$ cat src/rtl/evt_smi_pkg.sv
package evt_smi_pkg;
    // register geometry; field placement is decoded by software
    localparam int REG_W    = 32;
    localparam int FIELD_W  = 8;
    localparam int ARM_LSB  = 0;
    localparam int VIEW_LSB = 8;
    localparam int CLR_LSB  = 16;
    localparam int RSVD_LSB = 24;
endpackage

$ cat src/rtl/evt_edge_sync.sv
module evt_edge_sync #(
    parameter int NUM_IN      = 8,
    parameter int SYNC_STAGES = 2
) (
    input  logic              clk,
    input  logic              rst_n,
    input  logic [NUM_IN-1:0] evt_n_i,
    output logic [NUM_IN-1:0] fall_o
);
    localparam int LAST = SYNC_STAGES - 1;

    typedef struct packed {
        logic [SYNC_STAGES-1:0][NUM_IN-1:0] pipe;
        logic [NUM_IN-1:0]                  prev;
    } sync_t;

    sync_t st_d, st_q;

    always_comb begin
        st_d = st_q;
        st_d.pipe[0] = evt_n_i;
        for (int s = 1; s < SYNC_STAGES; s++) begin
            st_d.pipe[s] = st_q.pipe[s-1];
        end
        st_d.prev = st_q.pipe[LAST];
    end

    // lines idle high, so reset to 1 to avoid a false edge after reset
    always_ff @(posedge clk or negedge rst_n) begin
        if (!rst_n) begin
            st_q <= '1;
        end else begin
            st_q <= st_d;
        end
    end

    genvar gi;
    generate
        for (gi = 0; gi < NUM_IN; gi++) begin : g_edge
            assign fall_o[gi] = st_q.prev[gi] & ~st_q.pipe[LAST][gi];

            // a detected edge is a single-cycle pulse
            p_fall_pulse_r6: assert property (@(posedge clk) disable iff (!rst_n)
                fall_o[gi] |=> !fall_o[gi]);
        end
    endgenerate
endmodule

$ cat src/rtl/evt_flag_store.sv
module evt_flag_store #(
    parameter int NUM_IN = 8
) (
    input  logic              clk,
    input  logic              rst_n,
    input  logic [NUM_IN-1:0] fall_i,
    input  logic [NUM_IN-1:0] arm_i,
    input  logic              clr_i,
    output logic [NUM_IN-1:0] flags_o
);
    typedef struct packed {
        logic [NUM_IN-1:0] flags;
    } store_t;

    store_t st_d, st_q;
    logic [NUM_IN-1:0] hit;

    always_comb begin
        st_d = st_q;
        hit  = fall_i & arm_i;
        if (clr_i) begin
            st_d.flags = '0;
        end
        // a fresh event wins over a clear in the same cycle
        st_d.flags = st_d.flags | hit;
    end

    always_ff @(posedge clk or negedge rst_n) begin
        if (!rst_n) begin
            st_q <= '0;
        end else begin
            st_q <= st_d;
        end
    end

    assign flags_o = st_q.flags;

    p_no_disarmed_set_r5: assert property (@(posedge clk) disable iff (!rst_n)
        1'b1 |=> ((flags_o & ~$past(flags_o) & ~$past(arm_i & fall_i)) == '0));

    p_sticky_r10: assert property (@(posedge clk) disable iff (!rst_n)
        !clr_i |=> ((flags_o & $past(flags_o)) == $past(flags_o)));

    p_clear_r7: assert property (@(posedge clk) disable iff (!rst_n)
        (clr_i && ((fall_i & arm_i) == '0)) |=> (flags_o == '0));

    p_clear_race_r8: assert property (@(posedge clk) disable iff (!rst_n)
        clr_i |=> (flags_o == $past(fall_i & arm_i)));
endmodule

$ cat src/rtl/ext_evt_smi_capture.sv
module ext_evt_smi_capture
    import evt_smi_pkg::*;
#(
    parameter int NUM_IN      = 8,
    parameter int SYNC_STAGES = 2
) (
    input  logic              clk,
    input  logic              rst_n,
    input  logic [NUM_IN-1:0] evt_n_i,
    input  logic              reg_wr_i,
    input  logic              reg_rd_i,
    input  logic [REG_W-1:0]  reg_wdata_i,
    output logic [REG_W-1:0]  reg_rdata_o,
    output logic              smi_req_o,
    output logic              smi_sum_o
);
    typedef struct packed {
        logic [NUM_IN-1:0] arm;
    } ctl_t;

    ctl_t ctl_d, ctl_q;
    logic [NUM_IN-1:0] fall;
    logic [NUM_IN-1:0] flags;
    logic              pending;

    evt_edge_sync #(.NUM_IN(NUM_IN), .SYNC_STAGES(SYNC_STAGES)) sync_i (
        .clk     (clk),
        .rst_n   (rst_n),
        .evt_n_i (evt_n_i),
        .fall_o  (fall)
    );

    evt_flag_store #(.NUM_IN(NUM_IN)) store_i (
        .clk     (clk),
        .rst_n   (rst_n),
        .fall_i  (fall),
        .arm_i   (ctl_q.arm),
        .clr_i   (reg_rd_i),
        .flags_o (flags)
    );

    always_comb begin
        ctl_d = ctl_q;
        if (reg_wr_i) begin
            ctl_d.arm = reg_wdata_i[ARM_LSB +: NUM_IN];
        end
    end

    always_ff @(posedge clk or negedge rst_n) begin
        if (!rst_n) begin
            ctl_q <= '0;
        end else begin
            ctl_q <= ctl_d;
        end
    end

    always_comb begin
        reg_rdata_o = '0;
        reg_rdata_o[ARM_LSB  +: NUM_IN] = ctl_q.arm;
        reg_rdata_o[VIEW_LSB +: NUM_IN] = flags;
        reg_rdata_o[CLR_LSB  +: NUM_IN] = flags;
    end

    assign pending   = |flags;
    assign smi_req_o = pending;
    assign smi_sum_o = pending;

    initial begin
        p_param_r2: assert (NUM_IN >= 1 && NUM_IN <= FIELD_W && SYNC_STAGES >= 1);
    end

    p_req_matches_view_r9: assert property (@(posedge clk) disable iff (!rst_n)
        smi_req_o == (reg_rdata_o[CLR_LSB +: FIELD_W] != '0));

    p_write_keeps_flags_r3: assert property (@(posedge clk) disable iff (!rst_n)
        (reg_wr_i && !reg_rd_i) |=> ((flags & $past(flags)) == $past(flags)));

    p_arm_hold_r2: assert property (@(posedge clk) disable iff (!rst_n)
        !reg_wr_i |=> $stable(reg_rdata_o[ARM_LSB +: NUM_IN]));
endmodule

$ cat config.mk
export PLATFORM = sky130hd
export DESIGN_NAME = ext_evt_smi_capture
export DESIGN_NICKNAME = d
export VERILOG_FILES = /design/src/rtl/evt_smi_pkg.sv /design/src/rtl/evt_edge_sync.sv /design/src/rtl/evt_flag_store.sv /design/src/rtl/ext_evt_smi_capture.sv
export SDC_FILE = /design/constraint.sdc
export NUM_CORES = 1
export LEC_CHECK = 0
export BUFFER_PORTS_ARGS = -buffer_cell sky130_fd_sc_hd__buf_2
export CORE_ASPECT_RATIO = 1.2
export CORE_MARGIN = 2
export CORE_UTILIZATION = 44
export DETAILED_ROUTE_END_ITERATION = 12
export GPL_ROUTABILITY_DRIVEN = 0
export PLACE_DENSITY = 0.86
export SLEW_MARGIN = 15
export SYNTH_ARGS = -nofsm -noshare
export SYNTH_HDL_FRONTEND = slang
export SYNTH_SLANG_ARGS = --single-unit
$ cat constraint.sdc
create_clock -name clk -period 1.6 [get_ports clk]
set_input_delay 0.4 -clock clk [delete_from_list [all_inputs] [get_ports clk]]
set_output_delay 0.4 -clock clk [all_outputs]
set_load 0.02 [all_outputs]
After elaboration in Yosys (flattened, before gate mapping). Cells that the tools add are included.

Flip-flop bits (word level): 40. Input bits: 44. Output and inout bits: 34.

Mux-type cells: 1. Bitwise operators: 18. Reduce and logical (&&, ||, !) cells: 1.

Operator list (number): AND 1 bit (8); AND 8 bit (1); two-way mux 8 bit (1); inverter 1 bit (8); bitwise OR 8 bit (1); OR reduction 8 bit (1).

Longest topological paths before layout.
Word-level depth: 4. Mapped depth: 3. Mapped depth without buffers: 2.

By module. Synthesis repeated with hierarchy kept, for this count alone.

Cells, all modules: 102. Area total of the unflattened synthesis: 1520.2 um2.

Modules (own cells, without submodules): evt_edge_sync (times used 1, cells an instance 32, area each 740.7 um2); ext_evt_smi_capture (times used 1, cells an instance 38, area each 479.2 um2); evt_flag_store (times used 1, cells an instance 32, area each 300.3 um2).

Worst setup path after synthesis. No wires, ideal clock.

Path kind: reg2out. Start point: register store_i.st_q (netlist bit store_i.flags_o[5]). End point: output smi_sum_o. Arrival: 1135 ps. Data required time: 1200 ps. Setup slack: 65 ps. Stages on the path, launching flop included: 4. Path buffers: 1. Cell sequence: dfrtp_1 > nor4_1 > nand2_1 > buf_4.

Word-level cells in the longest chain between the ends: 1.

Ends and longest elaborated chain: from (decl) (RTL line evt_flag_store.sv:15) `store_t st_d, st_q;`; from (signal assigned) (RTL line evt_flag_store.sv:32) `st_q <= st_d;`; OR reduction 8 bit (RTL line ext_evt_smi_capture.sv:64) `assign pending = |flags;`; to (decl) (RTL line ext_evt_smi_capture.sv:15) `output logic smi_sum_o`.

Every way passes these cells.

Worst setup path in the final report.
Start point: register store_i.st_q (netlist bit store_i.flags_o[2]). End point: output smi_sum_o.

Same word-level chain as after synthesis.

==> impl_metrics.py <==
metrics = {
    "clock_network": {
        "clock_path_buffers": 2,
        "htree_levels": 2,
        "cts_buffers": 5,
        "cts_root_buffer": "clkbuf_4",
        "clock_latency_ns": 0.35,
        "clock-sinks": 40,
        "cts_tree": "yes",
        "path_clk_slew_ns": 0.12,
    },
    "detailed_routing": {
        "drc": 0,
        "wl_um": 2254,
        "antenna_left": 0,
        "via_per_inst": 4.577,
        "drt-pass1-iter-count": 4,
        "via_count": 801,
        "wire_per_inst_um": 12.88,
        "drt-initial-drc-count": 6,
    },
    "grt": {
        "grt_pass1_vias": 727,
        "overflow": 0,
        "grt_pass1_wl_um": 3581,
        "grt_max_degree": 41,
        "antenna_found_initial": 0,
        "grt_usage": 0.1348,
    },
    "sta": {
        "worst_hold_slack_ns": 0.07847,
        "hold_viol": 0,
        "skew_ns": 0.008197,
        "setup_slack_ns": -0.1337,
        "period_needed_ns": 1.734,
        "setup_violations": 2,
        "rsz0062_at_grt": "true",
        "fmax_mhz": 576.8,
        "timing.final.crit_share": 1.084,
        "drv_slew": 0,
    },
    "floorplanning": {
        "die_area_um2": 3718,
        "pin_count": 78,
        "initial_core_util": 0.4631,
        "dieWidth_um": 56,
        "num_rows": 22,
        "die_h_um": 66.40,
        "core_area_um2": 3083,
    },
    "cells_and_area": {
        "syn_to_final_growth_pct": 17.44,
        "layout.nets": 182,
        "diodes": 0,
        "finish.utilization": 0.5438,
        "drive_above_1_share": 0.6475,
    },
    "yosys": {
        "yosys_warnings": 0,
        "synth_top_area_share": 0.4417,
        "seq_area_frac_synth": 0.7222,
        "synth_top_cell_by_area": "dfstp_2",
        "avgSynthCellArea_um2": 15.03,
        "synthMuxAreaShare": 0.08414,
        "synth_compound_area_frac": 0.03418,
        "synth_xor_area_frac": 0,
        "synth_top_family_by_area": "buffers and inverters",
        "synthesis.area_um2": 1428,
        "ys_ff_latch": 40,
        "ys_types": 13,
        "synth_cells": 95,
        "synth_area_leaders": "dfstp_2 (44%), dfrtp_1 (28%), buf_4 (8.9%)",
        "synthSimpleGateAreaFrac": 0.03506,
        "synth_fa_ha_area_frac": 0,
    },
    "critical_path": {
        "crit_path_end_kind": "output pin",
        "worstPathArrival_ns": 1.33,
        "crit_type": "reg2out",
        "worst-path-max-fanout": 2,
        "critPathLaunchType": "flip-flop",
        "crit_required_ns": 1.20,
    },
    "pwr": {
        "p_sw_uw": 568.4,
        "internal_power_mw": 1.397,
        "comb_power_share": 0.155,
        "sequentialPowerShare": 0.588,
        "leakage_nw": 0.8265,
        "vdd_drop_max_mv": 0.8669,
        "power_density_nw_per_um2": 1173,
        "switching_share": 0.2891,
        "p_clk_frac": 0.257,
    },
    "run_status": {
        "failed_checks": "negative setup slack",
        "outcome": "complete, but fails checks",
    },
    "worst_hold_path": {
        "min_path_type": "in2async",
    },
    "job": {
        "maxCapViolCount": 0,
    },
    "place": {
        "placement.io_buffers": 45,
    },
}
==> metrics by stage <==
step | area (µm²) | worst slack [ns] | cells | total power [mW] | TNS, ns
after floorplan | 1454 | 0.06534 | 102 | 1.384 | 0
after global placement | 1588 | 0.1555 | 165 | 1.455 | 0
after detailed placement | 1588 | 0.1360 | 165 | 1.468 | 0
after CTS | 1670 | -0.1845 | 175 | 1.991 | -0.3686
after global routing | 1677 | -0.2821 | 175 | 2.070 | -0.5630
final | 1677 | -0.1337 | 175 | 1.966 | -0.2667
==> cells in the final DEF (no fill, tap or decap), types with 2 or more instances in the layout <==
master      instances
nor4_2              2
dfrtp_1            16
buf_4               3
clkinvlp_4          2
mux2_4              8
dfstp_2            24
clkbuf_4            5
conb_1              8
o22ai_1             7
inv_1               8
nand2_1             8
buf_2              45
==> layout make-up <==
cell class / instances / area (µm²)
timing repair buffer: 48 / 247.7
clock buffer: 5 / 37.54
tap: 36 / 45.04
inverter: 8 / 30.03
multi-input combinational: 35 / 261.5
clock inverter: 3 / 23.77
sequential: 40 / 1031
fill: 279 / 1406
==> routing by layer <==
layer | global-route usage | up-vias | part of all wire
li1 | - | 367 | -
met1 | 0.1625 | 392 | 0.38
met2 | 0.2162 | 35 | 0.53
met3 | 0.05479 | 7 | 0.074
met4 | 0.05357 | 0 | 0.015
met5 | 0 | - | 0
==> cells by family (layout without fill, tap and decap cells) <==
logic type             after synthesis  in the layout
buffers and inverters               27             64
other                                1              8
DFF                                 40             40
and+or+nand+nor                     11             11
muxes                                8              8
AOI/OAI and AO/OA                    8              8
==> final timing paths <==
| path | start | to | slack (ns) | depth (start not counted) |
|---|---|---|---|---|
| setup / recovery | store_i.flags_o[2] | smi_sum_o | -0.13 | 3 |
| hold / removal | rst_n | store_i.flags_o[1] | 0.08 | 2 |
| setup reg to reg | sync_i.st_d[6] | store_i.flags_o[6] | 0.78 | 2 |
| hold reg to reg | sync_i.st_d[17] | sync_i.st_d[1] | 0.36 | 0 |
| max in group asynchronous | rst_n | sync_i.st_d[2] | 1.17 | 2 |
| min in group clk | evt_n_i[2] | sync_i.st_d[18] | 0.14 | 1 |
==> cell usage after synthesis <==
library cell and n:
o22ai_1 7, dfstp_2 24, nor4_1 2, o21ai_0 1
dfrtp_1 16, inv_1 8, mux2_4 8, nand2_1 8
buf_4 17, clkbuf_2 1, nand3b_1 1, buf_6 1
conb_1 1
==> power groups by stage <==
| stage | logic, mW | registers, mW | clock network [mW] |
|---|---|---|---|
| floorplan | 0.173 | 1.21 | 0 |
| global placement | 0.290 | 1.17 | 0 |
| detailed placement | 0.296 | 1.17 | 0 |
| CTS | 0.308 | 1.15 | 0.528 |
| global route | 0.329 | 1.17 | 0.576 |
| finish | 0.305 | 1.16 | 0.506 |
==> sequential cells by signal (all words and copies together) (netlist names) <==
| name | flops |
|---|---|
| ctl_q | 8 |
| sync_i.st_q | 8 |
| store_i.flags_o | 8 |
| sync_i.st_d | 16 |
==> critical path, stage by stage (launching register included) <==
cell and delay (ns):
dfrtp_1 0.41, nor4_2 0.30, nand2_1 0.11, buf_2 0.17
==> repair_timing <==
action	in CTS	in global routing
pin swaps	2	0
hold buffers	0	0
buffers inserted	2	0
endpoints found under the setup margin	2	2
resized for setup	1	1
Power figures use the tool's default switching activity.
